**config.mk**
```make
export PLATFORM = sky130hd
export DESIGN_NAME = ctr_line_mgr
export DESIGN_NICKNAME = d
export VERILOG_FILES = /design/src/rtl/ctr_pkg.sv /design/src/rtl/ctr_minor_bank.sv /design/src/rtl/ctr_major_reg.sv /design/src/rtl/ctr_iv_pack.sv /design/src/rtl/ctr_line_mgr.sv
export SDC_FILE = /design/constraint.sdc
export NUM_CORES = 2
export LEC_CHECK = 0
export BUFFER_PORTS_ARGS = -buffer_cell sky130_fd_sc_hd__clkbuf_2
export CORE_AREA = 2 2 510 512
export CTS_CLUSTER_SIZE = 12
export DETAILED_ROUTE_END_ITERATION = 10
export DIE_AREA = 0 0 512 514
export GPL_TIMING_DRIVEN = 0
export PLACE_DENSITY = 0.34
export SLEW_MARGIN = 20
export SYNTH_ARGS = -nofsm -noshare
export SYNTH_HDL_FRONTEND = slang
export SYNTH_SLANG_ARGS = --single-unit
```
**constraint.sdc**
```tcl
create_clock -name clk -period 8.5 [get_ports clk]
set_input_delay 0.425 -clock clk [delete_from_list [all_inputs] [get_ports clk]]
set_output_delay 0.425 -clock clk [all_outputs]
set_load 0.03 [all_outputs]
```
**src/rtl/ctr_pkg.sv**
```systemverilog
package ctr_pkg;
   typedef enum logic [1:0] {
      WRAP_NONE  = 2'd0,
      WRAP_MINOR = 2'd1,
      WRAP_MAJOR = 2'd2
   } wrap_kind_e;
endpackage

```
**src/rtl/ctr_minor_bank.sv**
```systemverilog
// Per-block narrow counters; wraps of the selected block clear the bank.
module ctr_minor_bank #(
   parameter int NUM_BLOCKS = 64,
   parameter int MINOR_W    = 7,
   localparam int IDX_W     = $clog2(NUM_BLOCKS),
   localparam int BANK_W    = NUM_BLOCKS * MINOR_W
) (
   input  logic               clk,
   input  logic               rst_n,
   input  logic               load_en,
   input  logic [BANK_W-1:0]  load_bank,
   input  logic               upd_en,
   input  logic [IDX_W-1:0]   upd_idx,
   output logic [BANK_W-1:0]  bank,
   output logic [MINOR_W-1:0] sel_cur,
   output logic               sel_full
);
   logic [MINOR_W-1:0] cnt_arr [NUM_BLOCKS];

   assign sel_cur  = cnt_arr[upd_idx];
   assign sel_full = &sel_cur;

   for (genvar i = 0; i < NUM_BLOCKS; i++) begin : g_blk
      logic [MINOR_W-1:0] cnt_q;
      logic               hit;
      assign hit = (upd_idx == IDX_W'(i));
      always_ff @(posedge clk or negedge rst_n) begin
         if (!rst_n) begin
            cnt_q <= '0;
         end else if (load_en) begin
            cnt_q <= load_bank[i*MINOR_W +: MINOR_W];
         end else if (upd_en) begin
            if (sel_full)
               cnt_q <= hit ? MINOR_W'(1) : '0;
            else if (hit)
               cnt_q <= cnt_q + 1'b1;
         end
      end
      assign cnt_arr[i] = cnt_q;
      assign bank[i*MINOR_W +: MINOR_W] = cnt_q;
   end
endmodule

```
**src/rtl/ctr_major_reg.sv**
```systemverilog
// Shared wide page counter.
module ctr_major_reg #(
   parameter int MAJOR_W = 64
) (
   input  logic               clk,
   input  logic               rst_n,
   input  logic               load_en,
   input  logic [MAJOR_W-1:0] load_val,
   input  logic               bump,
   output logic [MAJOR_W-1:0] major,
   output logic [MAJOR_W-1:0] major_nxt,
   output logic               at_max
);
   logic [MAJOR_W-1:0] major_q;

   always_ff @(posedge clk or negedge rst_n) begin
      if (!rst_n)       major_q <= '0;
      else if (load_en) major_q <= load_val;
      else if (bump)    major_q <= major_nxt;
   end

   assign major     = major_q;
   assign major_nxt = major_q + 1'b1;
   assign at_max    = &major_q;
endmodule

```
**src/rtl/ctr_iv_pack.sv**
```systemverilog
// Concatenates the vector fields, most significant first.
module ctr_iv_pack #(
   parameter int PAGE_ID_W = 36,
   parameter int IDX_W     = 6,
   parameter int MINOR_W   = 7,
   parameter int MAJOR_W   = 64,
   localparam int IV_W     = PAGE_ID_W + IDX_W + MINOR_W + MAJOR_W
) (
   input  logic [PAGE_ID_W-1:0] page,
   input  logic [IDX_W-1:0]     idx,
   input  logic [MINOR_W-1:0]   minor,
   input  logic [MAJOR_W-1:0]   major,
   output logic [IV_W-1:0]      iv
);
   assign iv = {page, idx, minor, major};
endmodule

```
**src/rtl/ctr_line_mgr.sv**
```systemverilog
module ctr_line_mgr #(
   parameter int NUM_BLOCKS = 64,
   parameter int MINOR_W    = 7,
   parameter int MAJOR_W    = 64,
   parameter int PAGE_ID_W  = 36,
   localparam int IDX_W     = $clog2(NUM_BLOCKS),
   localparam int BANK_W    = NUM_BLOCKS * MINOR_W,
   localparam int LINE_W    = BANK_W + MAJOR_W,
   localparam int IV_W      = PAGE_ID_W + IDX_W + MINOR_W + MAJOR_W
) (
   input  logic                 clk,
   input  logic                 rst_n,
   input  logic                 ld_valid,
   input  logic [LINE_W-1:0]    ld_line,
   input  logic [PAGE_ID_W-1:0] ld_page,
   input  logic                 wr_valid,
   input  logic [IDX_W-1:0]     wr_idx,
   input  logic                 reenc_ack,
   input  logic                 wb_ack,
   output logic                 rsp_valid,
   output logic [MINOR_W-1:0]   rsp_minor,
   output logic [MAJOR_W-1:0]   rsp_major,
   output logic [IV_W-1:0]      rsp_iv,
   output logic                 reenc_req,
   output logic [PAGE_ID_W-1:0] reenc_page,
   output logic                 key_req,
   output logic                 busy,
   output logic                 dirty,
   output logic [LINE_W-1:0]    line_out
);
   import ctr_pkg::*;

   if ((1 << IDX_W) != NUM_BLOCKS) begin : g_bad_blocks
      $error("NUM_BLOCKS must be a power of two");
   end
   if (MINOR_W < 2) begin : g_bad_minor
      $error("MINOR_W must be at least 2");
   end
   if (PAGE_ID_W < 1 || MAJOR_W < 2) begin : g_bad_widths
      $error("PAGE_ID_W and MAJOR_W out of range");
   end

   logic               accept;
   logic [BANK_W-1:0]  bank;
   logic [MINOR_W-1:0] sel_cur;
   logic               sel_full;
   logic [MAJOR_W-1:0] major, major_nxt;
   logic               major_max;
   logic [MINOR_W-1:0] new_minor;
   logic [MAJOR_W-1:0] new_major;
   logic [IV_W-1:0]    new_iv;
   logic [PAGE_ID_W-1:0] page_q;
   logic               busy_q, dirty_q;
   wrap_kind_e         wrap_kind;

   assign accept = wr_valid & ~busy_q & ~ld_valid;

   ctr_minor_bank #(.NUM_BLOCKS(NUM_BLOCKS), .MINOR_W(MINOR_W)) u_bank (
      .clk(clk), .rst_n(rst_n),
      .load_en(ld_valid), .load_bank(ld_line[BANK_W-1:0]),
      .upd_en(accept), .upd_idx(wr_idx),
      .bank(bank), .sel_cur(sel_cur), .sel_full(sel_full)
   );

   ctr_major_reg #(.MAJOR_W(MAJOR_W)) u_major (
      .clk(clk), .rst_n(rst_n),
      .load_en(ld_valid), .load_val(ld_line[LINE_W-1:BANK_W]),
      .bump(accept & sel_full),
      .major(major), .major_nxt(major_nxt), .at_max(major_max)
   );

   always_comb begin
      if (!accept || !sel_full) wrap_kind = WRAP_NONE;
      else if (major_max)       wrap_kind = WRAP_MAJOR;
      else                      wrap_kind = WRAP_MINOR;
   end

   assign new_minor = sel_full ? MINOR_W'(1) : sel_cur + 1'b1;
   assign new_major = sel_full ? major_nxt : major;

   ctr_iv_pack #(.PAGE_ID_W(PAGE_ID_W), .IDX_W(IDX_W),
                 .MINOR_W(MINOR_W), .MAJOR_W(MAJOR_W)) u_iv (
      .page(page_q), .idx(wr_idx), .minor(new_minor), .major(new_major),
      .iv(new_iv)
   );

   always_ff @(posedge clk or negedge rst_n) begin
      if (!rst_n) begin
         rsp_valid <= 1'b0;
         rsp_minor <= '0;
         rsp_major <= '0;
         rsp_iv    <= '0;
         reenc_req <= 1'b0;
         key_req   <= 1'b0;
         busy_q    <= 1'b0;
         dirty_q   <= 1'b0;
         page_q    <= '0;
      end else begin
         rsp_valid <= accept;
         if (accept) begin
            rsp_minor <= new_minor;
            rsp_major <= new_major;
            rsp_iv    <= new_iv;
         end
         reenc_req <= (wrap_kind != WRAP_NONE);
         key_req   <= (wrap_kind == WRAP_MAJOR);
         if (wrap_kind != WRAP_NONE) busy_q <= 1'b1;
         else if (reenc_ack)         busy_q <= 1'b0;
         if (ld_valid)    dirty_q <= 1'b0;
         else if (accept) dirty_q <= 1'b1;
         else if (wb_ack) dirty_q <= 1'b0;
         if (ld_valid) page_q <= ld_page;
      end
   end

   assign busy       = busy_q;
   assign dirty      = dirty_q;
   assign reenc_page = page_q;
   assign line_out   = {major, bank};
endmodule

```
# [Yosys cells after proc, flatten, opt, wreduce, memory -nomap -nowiden]
# Index checks and enable logic that the tools add are counted.
[totals] mem_count=0 mem_bits_rw=0 register_bits=737 romBits=0 inputBits=560 latchBits=0
[classes] muxes=334 n_lt_le_gt_ge=1 addsub=66 n_shift=0 n_bitwise=6 mul=0 n_eq_ne=64 n_reduce_logical=139 n_div=0
[op_table] operator="$mux W7" count=259
[op_table] operator="$add A7 B1 Y7 const B" count=65
[op_table] operator="$reduce_bool A3 Y1" count=65
[op_table] operator="$eq A6 B6 Y1 const B" count=32
[op_table] operator="$mux W64" count=3
[op_table] operator="$reduce_and A2 Y1" count=64
[op_table] operator="$eq A6 B5 Y1 const B" count=16
[op_table] operator="$mux W1" count=69
[op_table] operator="$add A64 B1 Y64 const B" count=1
[op_table] operator="$reduce_and A64 Y1" count=1
[op_table] operator="$eq A6 B4 Y1 const B" count=8
[op_table] operator="$bmux W7 S6" count=1
[op_table] operator="$eq A6 B3 Y1 const B" count=4
[op_table] operator="$eq A6 B2 Y1 const B" count=2
[op_table] operator="$reduce_bool A2 Y1" count=4
[op_table] operator="$ge A7 B7 Y1 const B" count=1
[op_table] operator="$not A6 Y7" count=1
[op_table] operator="$reduce_and A7 Y1" count=1
[op_table] operator="$eq A6 B1 Y1 const B" count=1
[op_table] operator="$logic_not A6 Y1" count=1
[op_table] operator="$mux W2" count=2
[op_table] operator="$and A1 B1 Y1" count=3
[op_table] operator="$eq A2 B2 Y1 const B" count=1
[op_table] operator="$logic_not A1 Y1" count=2
[op_table] operator="other kinds (2)" count=3

# [Logic depth before layout (Yosys ltp)]
[logic_depth] word_depth=10 mapped_depth=18 depth_no_buf=10

# [Cells and area by module]
# From an unflattened synthesis, not the netlist that was laid out.
[hier_totals] hier_cells=5624 hier_area_um2=48474.0
[modules_own_cells] mod="ctr_minor_bank" cells_per_inst=3906 seq_area_each_um2=11210.8 instances=1 area_per_inst_um2=33355.7
[modules_own_cells] mod="ctr_line_mgr" cells_per_inst=960 seq_area_each_um2=5630.4 instances=1 area_per_inst_um2=9275.1
[modules_own_cells] mod="ctr_major_reg" cells_per_inst=645 seq_area_each_um2=1601.5 instances=1 area_per_inst_um2=4994.8
[modules_own_cells] mod="ctr_iv_pack" cells_per_inst=113 seq_area_each_um2=0.0 instances=1 area_per_inst_um2=848.3

# [Least setup slack after synthesis]
# Ideal clock, no wire load.
[synth_path] kind="input port to flip-flop" start="input port wr_idx[0]" end="register u_bank.g_blk[17].cnt_q[5]" n_path_buf=8 arrival_ns=4.401 path_stages=18 t_required_ns=8.374 slack_ns=3.973 cell_sequence="buf_2 > buf_6 > buf_6 > buf_6 > buf_4 > buf_2 > mux4_2 > mux4_2 > a22oi_1 > nand2_1 > ha_1 > o311ai_1 > a211oi_4 > nand2_1 > nand2_1 > buf_2 > buf_2 > o311a_1"
[synth_via] elab_chain_len=8 elab_cells_between_ends=11 classes_between="eq/ne (1); mux (6); bitwise (1); reduce/logical (3)"
[synth_rtl] element="from (decl)" line_no="ctr_line_mgr.sv:17" text="input logic [IDX_W-1:0] wr_idx,"
[synth_rtl] element="$not A6 Y7 (implied by the code)" line_no="ctr_minor_bank.sv:20" text="assign sel_cur = cnt_arr[upd_idx];"
[synth_rtl] element="$bmux W7 S6" line_no="ctr_minor_bank.sv:20"
[synth_rtl] element="$mux W7 (implied by the code) (2 in series)" line_no="ctr_minor_bank.sv:20"
[synth_rtl] element="$reduce_and A7 Y1" line_no="ctr_minor_bank.sv:21" text="assign sel_full = &sel_cur;"
[synth_rtl] element="$mux W7" line_no="ctr_minor_bank.sv:33" text="if (sel_full)"
[synth_rtl] element="$mux W7" line_no="ctr_minor_bank.sv:32" text="end else if (upd_en) begin"
[synth_rtl] element="$mux W7" line_no="ctr_minor_bank.sv:30" text="end else if (load_en) begin"
[synth_rtl] element="to (signal assigned)" line_no="ctr_minor_bank.sv:31" text="cnt_q <= load_bank[i*MINOR_W +: MINOR_W];"
[synth_rtl] element="to (signal assigned)" line_no="ctr_minor_bank.sv:34" text="cnt_q <= hit ? MINOR_W'(1) : '0;"
[synth_rtl] element="to (signal assigned)" line_no="ctr_minor_bank.sv:36" text="cnt_q <= cnt_q + 1'b1;"
[synth_rtl] element="to (decl)" line_no="ctr_minor_bank.sv:24" text="logic [MINOR_W-1:0] cnt_q;"
# Parallel ways exist; a longest one is shown, timed or not. The select of a mux whose other input is x is not followed.
# A chain may end at the register's enable or synchronous reset.

# [Final worst setup path]
[layout_path] start="input port wr_idx[1]" end="register u_bank.g_blk[30].cnt_q[0]"
[layout_via] elab_chain_len=8 elab_cells_between_ends=12 classes_between="eq/ne (1); mux (7); bitwise (1); reduce/logical (3)"
[layout_rtl] element="$not A6 Y7 (implied by the code)" line_no="ctr_minor_bank.sv:20"
[layout_rtl] element="$bmux W7 S6" line_no="ctr_minor_bank.sv:20"
[layout_rtl] element="$mux W7 (implied by the code) (2 in series)" line_no="ctr_minor_bank.sv:20"
[layout_rtl] element="$reduce_and A7 Y1" line_no="ctr_minor_bank.sv:21"
[layout_rtl] element="$mux W7" line_no="ctr_minor_bank.sv:33"
[layout_rtl] element="$mux W7" line_no="ctr_minor_bank.sv:32"
[layout_rtl] element="$mux W7" line_no="ctr_minor_bank.sv:30"
[layout_rtl] element="to (signal assigned)" line_no="ctr_minor_bank.sv:31"
[layout_rtl] element="to (signal assigned)" line_no="ctr_minor_bank.sv:34"
[layout_rtl] element="to (signal assigned)" line_no="ctr_minor_bank.sv:36"
[layout_rtl] element="to (decl)" line_no="ctr_minor_bank.sv:24"
# Parallel ways exist; a longest one is shown, timed or not. The select of a mux whose other input is x is not followed.

==> impl_metrics.ini <==
[floorplan]
chipHeight_um = 514
die_w_um = 512
fp-row-count = 187
fp.dieArea_um2 = 263000
design.core.area_um2 = 258000
start_util = 0.174
ios = 1297

[sta]
max_clock_freq_mhz = 123
tightest_slew_ns = 1.29
finalHoldViolations = 0
final_min_period_over_clock_period = 0.955
timing.final.ws_setup_ns = 0.383
clock_skew_ns = 0.0466
drv_slew = 0
relSlewSlack = 0.138
period_needed_ns = 8.12
setup_violations = 0
rsz0062_at_grt = no

[detailed_routing]
drc = 0
wl_um = 446000
drt_iter0_drc = 6407
wire_per_inst_um = 42.0
vias = 57500
ant_nets = 0
drtPass1Iterations = 6
routed_via_density = 5.41

[global_route]
grt-ovfl-total = 0
grt_usage = 0.326
grt_pass1_vias = 55300
grt_pass1_wl_um = 569000
antenna_found_initial = 88
grt_max_degree = 81

[cts]
htree_num_levels = 3
cts_num_sinks = 666
post_cts_buffers = 0
clkTransAtPathRegs_ns = 0.06
numCtsBuffers = 98
clk-insertion-delay-late_ns = 0.81
clk_path_buf_depth = 3
cts-root-buf = clkbuf_16
cts_tree = done

[power]
p_leak_nw = 27.0
p_comb_frac = 0.333
p_clk_frac = 0.334
p_int_mw = 7.40
power.share.sequential = 0.333
powerDensity_nw_per_um2 = 207
max-vdd-ir-drop_uv = 156
swShare = 0.444
finalPower_mw = 13.3
p_sw_mw = 5.90

[synthesis]
synth_simple_gate_area_share = 0.218
avgSynthCellArea_um2 = 8.56
seq_area_frac_synth = 0.371
async_flop_share = 1.00
synth_nets = 5878
synth_xor_area_frac = 0.0246
synth_top_family_by_area = compound AO/OA/AOI/OAI gates
synth-compound-area-share = 0.235
synth_flop_cell = dfrtp_1
yosys_warnings = 0
synth_seq_cells = 666
synth_edf_count = 0
synth_mux_area_frac = 0.0726
synthesis.area_um2 = 44900
yosysUniqueCellTypes = 62
synth_cells = 5252
yosys.area_share.adder = 0.0184

[critical_path]
crit_cells = 17
slowest_delay_ns = 0.84
crit_type = in2reg
critPathMaxFanout = 10
timing.rr.start = u_bank.g_blk[62].cnt_q[1]
critPathLaunchType = input port
slowest_stage = buf_2
crit_arrival_ns = 8.78
crit_path_frequent_cell = buf_2
worstPathRequired_ns = 9.16
worstSetupStartpoint = wr_idx[1]
critical_path.cell_chain = buf_2 -> buf_2 -> buf_2 -> buf_2 -> buf_2 -> mux4_2 -> mux4_2 -> a22oi_1 -> nand2_1 -> ha_1 -> o311ai_1 -> a211oi_4 -> buf_2 -> nand2_1 -> clkbuf_1 -> a21oi_1 -> o21ai_0
r2r_setup_slack_ns = 2.73
crit_family = buffers and inverters
r2r-end = u_bank.g_blk[30].cnt_q[0]
worst_setup_path_end_kind = flip-flop
r2r_cells = 12
cp-endpoint = u_bank.g_blk[30].cnt_q[0]
crit_buf_inv = 7

[worst_hold_path]
worstHoldPathType = in2reg

[placed_design]
numPortBuffers = 1292
gp_congestion = 0.954
postPlaceCellArea_um2 = 56500
dpl_worst_slack_ns = -0.322
hpwlAfterDp_um = 356000

[cells_and_area]
multiInputGateArea_um2 = 25600
fillers = 28600
finish.instance_area_um2 = 64300
register_area_um2 = 16700
syn_to_final_growth_pct = 43.2
nNetsFinal = 7739
layout-drive-gt1-share = 0.281

[status]
status = finished, final reports clean

[job]
drv_cap = 0
## how the worst min path moves through the flow
| stage | startpoint | cells past startpoint | end | slack, ns |
|---|---|---|---|---|
| after floorplan | rst_n | 0 | busy | 0.13 |
| after global placement | rsp_iv[91] | 2 | rsp_iv[91] | 0.47 |
| after detailed placement | rst_n | 1 | u_bank.g_blk[18].cnt_q[3] | 0.45 |
| after CTS | ld_line[333] | 3 | u_bank.g_blk[47].cnt_q[4] | 0.001 |
| after global routing | ld_line[333] | 3 | u_bank.g_blk[47].cnt_q[4] | 0.005 |
| final | ld_line[306] | 4 | u_bank.g_blk[43].cnt_q[5] | 0.05 |
## state kept, by name, summed over array words and instances (netlist names)
name                cells
key_req                 1
u_bank.g_blk.cnt_q    448
reenc_page             36
reenc_req               1
busy                    1
rsp_major              63
rsp_iv                 44
rsp_minor               6
u_major.major          64
rsp_valid               1
dirty                   1
## tightest hold or removal path, cell delays in order
cell and delay (ns):
clkbuf_2 0.08, nand2_1 0.09, o21ai_0 0.08, o311a_1 0.12
## power by group through the flow
stage               sequential, mW  clock, mW  combinational, mW
floorplan                     4.72          0               1.45
global placement              4.46          0               4.18
global route                  4.46       4.62               4.60
CTS                           4.41       4.52               4.42
detailed placement            4.46          0               4.23
finish                        4.43       4.45               4.43
## kinds of logic after synthesis
kind of cell,count (synthesis)
fa+ha+maj,66
flops,666
mux,176
simple gates,2074
buf+inv,575
xor+xnor,126
compound gates,1569
## timing repair
action                                 CTS  global route
endpoints found under the hold margin  480             0
hold buffers                           439             0
gates resized for setup                  0             0
## metal layers
| metal | track usage | vias to the layer above | part of all wire |
|---|---|---|---|
| met1 | 0.400 | 29500 | 0.40 |
| met5 | 0.000183 | - | 0.00037 |
| met2 | 0.510 | 3701 | 0.44 |
| li1 | - | 23500 | - |
| met3 | 0.0929 | 729 | 0.092 |
| met4 | 0.184 | 24 | 0.066 |
## cell type report
cell class	count	share of cell area
sequential	666	0.259
clock inverter	29	0.00576
antenna	35	0.00136
timing repair buffer	1761	0.181
clock buffer	153	0.0460
multi-input combinational	4011	0.398
tap	3402	0.0662
inverter	31	0.00181
buffer	544	0.0417
## cells in the mapped netlist (all sizes together), types with 3 or more instances
| library cell | n | area, µm² |
|---|---|---|
| and4 | 5 | 43.8 |
| o21ai | 453 | 2270 |
| a41o | 10 | 100 |
| a2bb2oi | 89 | 780 |
| a21oi | 276 | 1400 |
| a211oi | 19 | 155 |
| dfrtp | 666 | 16700 |
| buf | 232 | 1420 |
| nand2b | 7 | 43.8 |
| nor4 | 6 | 43.8 |
| mux2 | 41 | 462 |
| ha | 66 | 826 |
| mux4 | 116 | 2610 |
| o311a | 77 | 771 |
| or3 | 4 | 25.0 |
| a31o | 50 | 438 |
| nand3 | 387 | 1940 |
| o22ai | 82 | 513 |
| nand2 | 770 | 2890 |
| a21boi | 38 | 285 |
| a31oi | 55 | 344 |
| or2 | 52 | 325 |
| nor2b | 52 | 325 |
| a32oi | 89 | 780 |
| a222oi | 13 | 130 |
| nor3 | 149 | 746 |
| mux2i | 19 | 190 |
| nand4 | 181 | 1130 |
| xnor2 | 16 | 140 |
| nor2 | 262 | 983 |
| o311ai | 45 | 394 |
| and3 | 78 | 488 |
| o211ai | 70 | 526 |
| o31ai | 3 | 22.5 |
| and2 | 104 | 651 |
| xor2 | 110 | 963 |
| a22oi | 99 | 771 |
| a2111oi | 39 | 342 |
| clkbuf | 312 | 1170 |
| inv | 29 | 109 |
| nand4b | 13 | 114 |
| o2111a | 6 | 67.6 |
| a41oi | 50 | 438 |
## cell usage in the layout, fill, tap and decap left out, types with 52 or more instances in the layout
cell type,count
clkbuf_2,1349
nand2_1,769
dfrtp_1,666
dlygate4sd3_1,439
o21ai_0,417
nand3_1,387
clkbuf_1,280
a21oi_1,273
nor2_1,261
nand4_1,181
nor3_1,149
mux4_2,116
buf_4,113
xor2_1,110
and2_1,103
buf_2,100
clkbuf_16,99
a22oi_1,97
a2bb2oi_1,89
a32oi_1,89
o22ai_1,82
and3_1,78
o311a_1,77
o211ai_1,70
ha_1,66
a31oi_1,55
nor2b_1,52
or2_2,52
## through the flow
| step | cells | utilization | setup TNS (ns) | hold WS (ns) |
|---|---|---|---|---|
| 2_1_floorplan | 5252 | - | 0 | 0.129 |
| 3_3_place_gp | 9946 | 0.216 | -9232.70 | 0.466 |
| 3_5_place_dp | 9975 | 0.219 | -10.10 | 0.450 |
| 4_1_cts | 10600 | 0.249 | 0 | 0.000985 |
| 5_1_grt | 10600 | 0.249 | 0 | 0.00549 |
| 6_report | 10600 | 0.249 | 0 | 0.0512 |
(Power assumes the default switching activity.)
